$ cat src/rtl/dbg_gate_pkg.sv
package dbg_gate_pkg;
  localparam int DATA_W = 32;
  localparam int NUM_WIN = 2;

  typedef enum logic {
    WIN_DEBUG = 1'b0,
    WIN_PERF  = 1'b1
  } win_e;
endpackage

$ cat src/rtl/dbg_win_bank.sv
module dbg_win_bank #(
  parameter int DEPTH   = 16,
  parameter int WAIT    = 1,
  parameter bit PROTECT = 1'b0,
  localparam int IDX_W  = $clog2(DEPTH),
  localparam int CW     = $clog2(WAIT + 2)
) (
  input  logic                            clk,
  input  logic                            rst,
  input  logic                            sel,
  input  logic                            en,
  input  logic                            wr,
  input  logic [IDX_W-1:0]                idx,
  input  logic                            oor,
  input  logic                            src,
  input  logic [dbg_gate_pkg::DATA_W-1:0] wdata,
  output logic [dbg_gate_pkg::DATA_W-1:0] rdata,
  output logic                            rdy,
  output logic                            err
);
  import dbg_gate_pkg::*;

  logic [DATA_W-1:0] mem [DEPTH];
  logic [DATA_W-1:0] rd_q;
  logic [CW-1:0]     cnt;
  logic              rdy_q, err_q;
  logic              refuse;

  assign refuse = oor | (PROTECT & ~src);

  // Storage: no reset, so block RAM can be inferred
  always_ff @(posedge clk) begin
    if (sel && en && rdy_q && !err_q && wr)
      mem[idx] <= wdata;
    rd_q <= mem[idx];
  end

  always_ff @(posedge clk) begin
    if (rst) begin
      rdy_q <= 1'b0;
      err_q <= 1'b0;
      cnt   <= '0;
    end else if (sel && !en) begin
      cnt   <= CW'(WAIT);
      rdy_q <= (WAIT == 0);
      err_q <= refuse;
    end else if (sel && en) begin
      if (rdy_q) begin
        rdy_q <= 1'b0;
      end else begin
        cnt <= cnt - CW'(1);
        if (cnt == CW'(1))
          rdy_q <= 1'b1;
      end
    end
  end

  assign rdata = rd_q;
  assign rdy   = rdy_q;
  assign err   = err_q;


  setup_wait_chk: assert property (@(posedge clk) disable iff (rst)
    (sel && !en) |=> (rdy == (WAIT == 0)));
endmodule

$ cat src/rtl/dbg_auth_eval.sv
module dbg_auth_eval (
  input  logic clk,
  input  logic rst,
  input  logic sec_pin,
  input  logic su_bit,
  output logic halt_ok,
  output logic mon_ok
);
  always_ff @(posedge clk) begin
    if (rst) begin
      halt_ok <= 1'b0;
      mon_ok  <= 1'b0;
    end else begin
      halt_ok <= sec_pin;
      mon_ok  <= sec_pin | su_bit;
    end
  end


  halt_gate_chk: assert property (@(posedge clk) disable iff (rst)
    !sec_pin |=> !halt_ok);

  mon_follow_chk: assert property (@(posedge clk) disable iff (rst)
    su_bit |=> mon_ok);
endmodule

$ cat src/rtl/dbg_apb_gate.sv
module dbg_apb_gate #(
  parameter int ADDR_W    = 11,
  parameter int DEPTH     = 16,
  parameter int CTRL_WORD = 5,
  parameter int DBG_WAIT  = 1,
  parameter int PMU_WAIT  = 2,
  localparam int IDX_W    = $clog2(DEPTH),
  localparam int OFF_W    = ADDR_W - 1
) (
  input  logic              clk,
  input  logic              rst,
  input  logic              psel,
  input  logic              penable,
  input  logic              pwrite,
  input  logic [ADDR_W-1:0] paddr,
  input  logic [31:0]       pwdata,
  input  logic              src_dbg,
  input  logic              sec_inv_en,
  output logic [31:0]       prdata,
  output logic              pready,
  output logic              pslverr,
  output logic              halt_su_ok,
  output logic              mon_su_ok
);
  import dbg_gate_pkg::*;

  localparam int WAITS [NUM_WIN] = '{DBG_WAIT, PMU_WAIT};

  win_e              win;
  logic [OFF_W-1:0]  off;
  logic [IDX_W-1:0]  idx;
  logic              oor;
  logic [DATA_W-1:0] rdata_w [NUM_WIN];
  logic              rdy_w   [NUM_WIN];
  logic              err_w   [NUM_WIN];
  logic              su_bit, ctrl_hit_q;
  logic              done, ctrl_addr;

  assign win       = win_e'(paddr[ADDR_W-1]);
  assign off       = paddr[OFF_W-1:0];
  assign idx       = off[IDX_W-1:0];
  assign oor       = (off >= OFF_W'(DEPTH));
  assign ctrl_addr = (win == WIN_DEBUG) && (off == OFF_W'(CTRL_WORD));

  for (genvar w = 0; w < NUM_WIN; w++) begin : g_win
    dbg_win_bank #(
      .DEPTH   (DEPTH),
      .WAIT    (WAITS[w]),
      .PROTECT (w == int'(WIN_DEBUG))
    ) u_bank (
      .clk   (clk),
      .rst   (rst),
      .sel   (psel && (int'(win) == w)),
      .en    (penable),
      .wr    (pwrite),
      .idx   (idx),
      .oor   (oor),
      .src   (src_dbg),
      .wdata (pwdata),
      .rdata (rdata_w[w]),
      .rdy   (rdy_w[w]),
      .err   (err_w[w])
    );
  end

  assign pready  = rdy_w[win];
  assign pslverr = rdy_w[win] & err_w[win];
  assign done    = psel && penable && pready;

  always_comb begin
    if (err_w[win])
      prdata = '0;
    else if (ctrl_hit_q)
      prdata = {31'b0, su_bit};
    else
      prdata = rdata_w[win];
  end

  always_ff @(posedge clk) begin
    if (rst) begin
      su_bit     <= 1'b0;
      ctrl_hit_q <= 1'b0;
    end else begin
      if (psel && !penable)
        ctrl_hit_q <= ctrl_addr;
      if (done && pwrite && !pslverr && ctrl_addr)
        su_bit <= pwdata[0];
    end
  end

  dbg_auth_eval u_auth (
    .clk     (clk),
    .rst     (rst),
    .sec_pin (sec_inv_en),
    .su_bit  (su_bit),
    .halt_ok (halt_su_ok),
    .mon_ok  (mon_su_ok)
  );


  err_keeps_ctrl_chk: assert property (@(posedge clk) disable iff (rst)
    (done && pslverr) |=> $stable(su_bit));

  ctrl_load_chk: assert property (@(posedge clk) disable iff (rst)
    (done && pwrite && !pslverr && ctrl_addr) |=> (su_bit == $past(pwdata[0])));
endmodule

$ cat config.mk
export PLATFORM = sky130hd
export DESIGN_NAME = dbg_apb_gate
export DESIGN_NICKNAME = d
export VERILOG_FILES = /design/src/rtl/dbg_gate_pkg.sv /design/src/rtl/dbg_win_bank.sv /design/src/rtl/dbg_auth_eval.sv /design/src/rtl/dbg_apb_gate.sv
export SDC_FILE = /design/constraint.sdc
export NUM_CORES = 1
export LEC_CHECK = 0
export BUFFER_PORTS_ARGS = -buffer_cell sky130_fd_sc_hd__buf_2
export CAP_MARGIN = 40
export CORE_ASPECT_RATIO = 1.25
export CORE_MARGIN = 1.5
export CORE_UTILIZATION = 30
export DETAILED_ROUTE_END_ITERATION = 10
export GPL_ROUTABILITY_DRIVEN = 0
export GPL_TIMING_DRIVEN = 0
export HOLD_SLACK_MARGIN = 0.1
export PLACE_DENSITY = 0.52
export SLEW_MARGIN = 10
export SYNTH_ARGS = -nofsm -noshare
export SYNTH_HDL_FRONTEND = slang
export SYNTH_SLANG_ARGS = --single-unit
$ cat constraint.sdc
create_clock -name clk -period 3.5 [get_ports clk]
set_input_delay 0.35 -clock clk [delete_from_list [all_inputs] [get_ports clk]]
set_output_delay 0.35 -clock clk [all_outputs]
set_load 0.02 [all_outputs]
==> results.yml, run 1 <==
detailed_routing:
  wl_per_cell_um: 26.7
  firstDrtPassIters: 5
  first_iter_violations: 1718
  drc: 0
  routed_via_density: 4.84
  ant_nets: 0
  vias: 18900
  drt_wl_total_mm: 104
sta:
  rsz0062_at_grt: "no"
  final_hold_viol_count: 0
  tightest_slew_ns: 0.910
  slew_viol_final: 0
  fin_crit_ns: 3.26
  finalClockSkew_ns: 0.0228
  post-route-period-util_pct: 93.0
  setup_viol: 0
  max_freq_ghz: 0.307
  slew_headroom_pct: 39.3
worst_setup_path:
  cp.required_ns: 3.15
  rrSetupSlack_ns: 0.64
  crit_cells: 5
  crit_slowest_cell: "clkbuf_1"
  worstPathArrival_ns: 2.91
  path_cells: "mux2i_1, nand2b_1, clkbuf_1, nor2_1, buf_2"
  setup.worst_path.end: "prdata[16]"
  critPathTopFamily: "simple AND/OR/NAND/NOR gates"
  worst_r2r_endpoint: "g_win[0].u_bank.mem[12][16]"
  cp_max_fo: 10
  critPathMaxStageDelay_ns: 0.50
  setup.worst_path.end_class: "output pin"
  path_class: "reg -> out"
  reg2reg_depth: 5
  critPathLaunchType: "flop"
  cp_num_buf_inv: 2
  critPathLaunch: "g_win[1].u_bank.err"
  reg2reg_from: "g_win[0].u_bank.rdy"
place:
  io_buffer_count: 83
  placedCellCount: 3722
  dp.final_hpwl_mm: 71.9
floorplan:
  core-area_mm2: 0.135
  fp.dieW_um: 333
  std_cell_rows: 151
  dieArea_mm2: 0.138
  ios: 86
  initial_utilization_pct: 30.2
  die_h_um: 415
synthesis:
  ys_top_cells_by_area: "edfxtp_1 (75%), mux4_2 (14%), dfxtp_1 (3.7%), a22oi_1 (2.4%), mux2i_1 (0.83%)"
  syn_area_mm2: 0.0408
  yosysSeqAreaShare_pct: 79.1
  yosysWarnings: 0
  yosysTopAreaCell: "edfxtp_1"
  ys_top_cells_by_count: "edfxtp_1 (1,024), mux4_2 (256), a22oi_1 (129)"
  async_flop_share_pct: 0
  synth_fp_nets: 1870
  ys_ff_latch: 1100
  avgSynthCellArea_um2: 22.4
  synth-edff-count: 1024
  synth_ff_type: "edfxtp_1"
  yosys.area.top_type_share_pct: 75.4
  synth.most_common_cell: "edfxtp_1"
  yosys.cell_types.count: 34
  syn_inst: 1818
clock_network:
  htreeDepth: 3
  cts_tree: "built"
  clk_latency_ns: 0.69
  cts_sinks: 1100
  clkTransAtPathRegs_ns: 0.07
  cts-resized-gates: 0
  clk_path_buf_depth: 3
  cts_buffers: 97
  cts_root_buffer: "clkbuf_16"
finish:
  areaGrowthSynthToFinish_pct: 18.7
  fin_nets: 2126
  seq_area_mm2: 0.0323
  multi_input_area_mm2: 0.00818
  fillers: 12300
  layout.cells.non_filler: 3918
  diodes: 0
  layout-drive-gt1-share_pct: 30.0
power:
  max-vdd-ir-drop_mv: 0.434
  p_per_area_mw_per_mm2: 557
  power_w: 0.0269
  p_leak_nw: 15.3
flow_run:
  maxCapViolCount: 0
global_route:
  antenna_found_initial: 6
  grt-ovfl-total: 0
  grt_pass1_wl_mm: 148
  grt_max_degree: 34
  grtUsageTotal_pct: 15.1
  first_global_vias: 20400
hold_path:
  hold_class: "in -> reg"
run_status:
  status: "complete, no violations"
==> per-stage QoR <==
| stage | hold slack [ns] | TNS [ns] | instance area [µm²] | setup slack (ns) | util, % |
|---|---|---|---|---|---|
| after global placement | 0.455 | -2345.13 | 43400 | -2.94 | 32.1 |
| final | 0.154 | 0 | 48400 | 0.244 | 35.8 |
| after CTS | 0.102 | 0 | 48400 | 0.105 | 35.8 |
| after global routing | 0.119 | 0 | 48400 | 0.0780 | 35.8 |
| after detailed placement | 0.476 | -8.85 | 44900 | -0.158 | 33.2 |
| after floorplan | 0.422 | 0 | 40800 | 0.452 | - |
==> sequential cells by signal, summed over array words and instances (netlist names) <==
register / count
g_win.u_bank.mem: 1024
g_win.u_bank.err: 2
ctrl_hit_q: 1
g_win.u_bank.cnt: 4
u_auth.halt_ok: 1
su_bit: 1
g_win.u_bank.rdy: 2
g_win.u_bank.rdata: 64
u_auth.mon_ok: 1
==> power breakdown <==
group / total (W) / switching, W / leakage (nW) / internal, W
combinational: 0.00133 / 0.000841 / 3.85 / 0.000485
sequential: 0.0145 / 0.0000264 / 9.84 / 0.0144
clock: 0.0112 / 0.00481 / 1.64 / 0.00636
==> layer usage <==
| metal | global-route usage, % | vias up | wire, µm |
|---|---|---|---|
| met1 | 17.2 | 10100 | 39200 |
| met2 | 28.6 | 479 | 57600 |
| li1 | - | 8134 | - |
| met4 | 5.02 | 12 | 3050 |
| met3 | 2.33 | 173 | 4530 |
| met5 | 0 | - | 78 |
==> logic make-up (layout without fill, tap and decap cells) <==
kind of cell / count (synthesis) / in the layout / synth area share (%)
adders and majority gates: 2 / 2 / 0.0613
DFF: 1100 / 1100 / 79.1
AOI/OAI and AO/OA: 143 / 143 / 2.58
buffers and inverters: 102 / 443 / 1.40
and+or+nand+nor: 180 / 180 / 1.84
muxes: 291 / 291 / 15.0
==> placed cells by master (no fill, tap or decap), types with 3 or more instances in the layout <==
master         count
inv_1              3
nor2_4            32
nor2b_1            5
buf_8             15
dlygate4sd3_1     10
mux2i_1           34
clkbuf_8          13
clkbuf_1          55
o21ai_0            3
buf_6             21
a21oi_1            6
clkinvlp_4         8
nand2b_1           6
nor2_1            45
nor3_1             3
clkinv_1          11
nand2_1           75
clkinv_2          20
a22oi_1          129
buf_16            21
clkbuf_16        100
buf_12            23
buf_1              6
mux4_2           256
edfxtp_1        1024
buf_4              8
buf_2            111
bufinv_16         11
dfxtp_1           76
==> final cells by class <==
| class | instances | share of cell area [%] |
|---|---|---|
| sequential | 1100 | 66.6 |
| clock inverter | 57 | 1.30 |
| multi-input combinational | 616 | 16.9 |
| tap | 1759 | 4.55 |
| buffer | 99 | 1.16 |
| clock buffer | 127 | 5.65 |
| inverter | 3 | 0.0233 |
| timing repair buffer | 157 | 3.78 |
==> worst min-delay path by stage <==
stage | startpoint | endpoint | cells after the start
6_report | pwdata[21] | g_win[0].u_bank.mem[2][21] | 1
5_1_grt | paddr[5] | g_win[0].u_bank.err | 3
4_1_cts | pwdata[7] | g_win[1].u_bank.mem[0][7] | 1
3_5_place_dp | g_win[1].u_bank.cnt[1] | g_win[1].u_bank.cnt[1] | 2
3_3_place_gp | g_win[0].u_bank.cnt[0] | g_win[0].u_bank.cnt[0] | 1
2_1_floorplan | rst | u_auth.halt_ok | 1
==> what timing repair did <==
item / CTS / global route
hold endpoints to repair: 33 / 0
hold buffers: 10 / 0
buffers inserted: 0 / 0
No activity file was read; power rests on OpenSTA's default activity.
==> inputs of run 2 (changes only) <==
Settings changed: BUFFER_PORTS_ARGS -buffer_cell sky130_fd_sc_hd__buf_2 to -buffer_cell sky130_fd_sc_hd__clkbuf_2, SETUP_SLACK_MARGIN from default to 0.15.
==> results.yml, run 2 (synthesis results as in run 1) <==
sta:
  fin_crit_ns: 3.18
  post-route-period-util_pct: 91.0
  max_freq_ghz: 0.314
  tightest_slew_ns: 0.904
  setup_viol: 0
  tns_ns: 0
  final_hold_viol_count: 0
  rsz0062_at_grt: "no"
  setup_ws_ns: 0.317
  slew_viol_final: 0
  slew_headroom_pct: 39.7
  finalClockSkew_ns: 0.0260
hold_path:
  hold-path-endpoint: "su_bit"
  hold_path_depth: 5
  hold_class: "in -> reg"
  worstHoldStart: "pwrite"
clock_network:
  clkTransAtPathRegs_ns: 0.06
  cts_tree: "built"
  htreeDepth: 3
  clk_latency_ns: 0.70
  post_cts_buffers: 0
  cts_buffers: 97
  cts_root_buffer: "clkbuf_16"
  cts_sinks: 1100
  clk_path_buf_depth: 3
global_route:
  first_global_vias: 20600
  grt_pass1_wl_mm: 150
  grtUsageTotal_pct: 15.2
  grt-ovfl-total: 0
  grt_max_degree: 34
  antenna_found_initial: 8
detailed_routing:
  firstDrtPassIters: 5
  first_iter_violations: 1672
  drt_wl_total_mm: 105
  wl_per_cell_um: 26.8
  ant_nets: 0
  routed_via_density: 4.91
  drc: 0
  vias: 19200
worst_setup_path:
  reg2reg_from: "g_win[0].u_bank.rdy"
  worstPathArrival_ns: 2.83
  worst_r2r_endpoint: "g_win[0].u_bank.mem[13][17]"
  critPathLaunchType: "flop"
  cp_max_fo: 10
  path_class: "reg -> out"
  reg2reg_depth: 5
  cp.required_ns: 3.15
  rrSetupSlack_ns: 0.59
  setup.worst_path.end_class: "output pin"
  critPathLaunch: "g_win[1].u_bank.err"
finish:
  areaGrowthSynthToFinish_pct: 18.2
  mostFrequentLayoutCells: "edfxtp_1 (1,024), mux4_2 (256), a22oi_1 (129)"
  final_common_cell: "edfxtp_1"
  regMostFlops: "g_win.u_bank.mem"
  fin_nets: 2125
  largest_reg_flops: 1024
  layout-drive-gt1-share_pct: 29.6
power:
  max-vdd-ir-drop_mv: 0.383
  p_per_area_mw_per_mm2: 551
  p_leak_nw: 15.2
place:
  dp_slack_ns: 0.0784
  dp.final_hpwl_mm: 72.2
  io_buffer_count: 83
flow_run:
  maxCapViolCount: 0
floorplan:
  dieArea_mm2: 0.138
  ios: 86
  fp.dieW_um: 333
  std_cell_rows: 151
  die_h_um: 415
  initial_utilization_pct: 30.2
  core-area_mm2: 0.135
run_status:
  status: "complete, no violations"
## run 2: layout make-up
class                   instances  area [µm²]
clock inverters                52         546
fillers                     12500       87100
multi-input cells             616        8190
well taps                    1759        2200
inverters                       3        11.3
clock buffers                 126        2650
repair buffers                156        1770
diodes                          1        2.50
flip-flops and latches       1100       32300
plain buffers                  99         561
## run 2: critical path, cell delays in order, from the launching register on
cell,delay (ns)
dfxtp_1,0.32
mux2i_1,0.28
nand2b_2,0.35
clkbuf_1,0.45
nor2_1,0.50
clkbuf_2,0.26
## run 2: report_power, final
group          leakage [nW]  total (W)  internal [W]  switching, W
clock                  1.56     0.0108       0.00603       0.00474
combinational          3.83    0.00133      0.000483      0.000845
sequential             9.84     0.0145        0.0144     0.0000265
## run 2: how the worst max path moves through the flow
stage,end,slack [ns],cells after the start
after detailed placement,g_win[1].u_bank.mem[6][11],0.08,8
after global placement,g_win[1].u_bank.mem[11][13],-2.85,5
after floorplan,g_win[0].u_bank.mem[8][0],0.45,6
after global routing,prdata[16],0.22,5
final,prdata[16],0.32,5
after CTS,prdata[16],0.24,5
## run 2: repair_timing
action,CTS,global route
hold buffers,9,0
endpoints found under the setup margin,4,0
resized for setup,1,0
endpoints found under the hold margin,6,0
## run 2: stage by stage
stage | cell area, µm² | hold slack, ns | instances | power (W) | utilization (%)
after floorplan | 40800 | 0.422 | 1818 | 0.0155 | -
final | 48200 | 0.171 | 3912 | 0.0266 | 35.6
after detailed placement | 44900 | 0.470 | 3722 | 0.0161 | 33.2
after CTS | 48200 | 0.120 | 3909 | 0.0268 | 35.6
after global routing | 48200 | 0.184 | 3911 | 0.0274 | 35.6
after global placement | 43400 | 0.454 | 3660 | 0.0160 | 32.1
## run 2: metal layers
layer / track usage (%) / up-vias / wire length, µm
met2: 28.8 / 548 / 58000
met4: 4.85 / 16 / 2960
met1: 17.5 / 10300 / 38900
met3: 2.31 / 166 / 4830
li1: - / 8129 / -
met5: 0 / - / 90
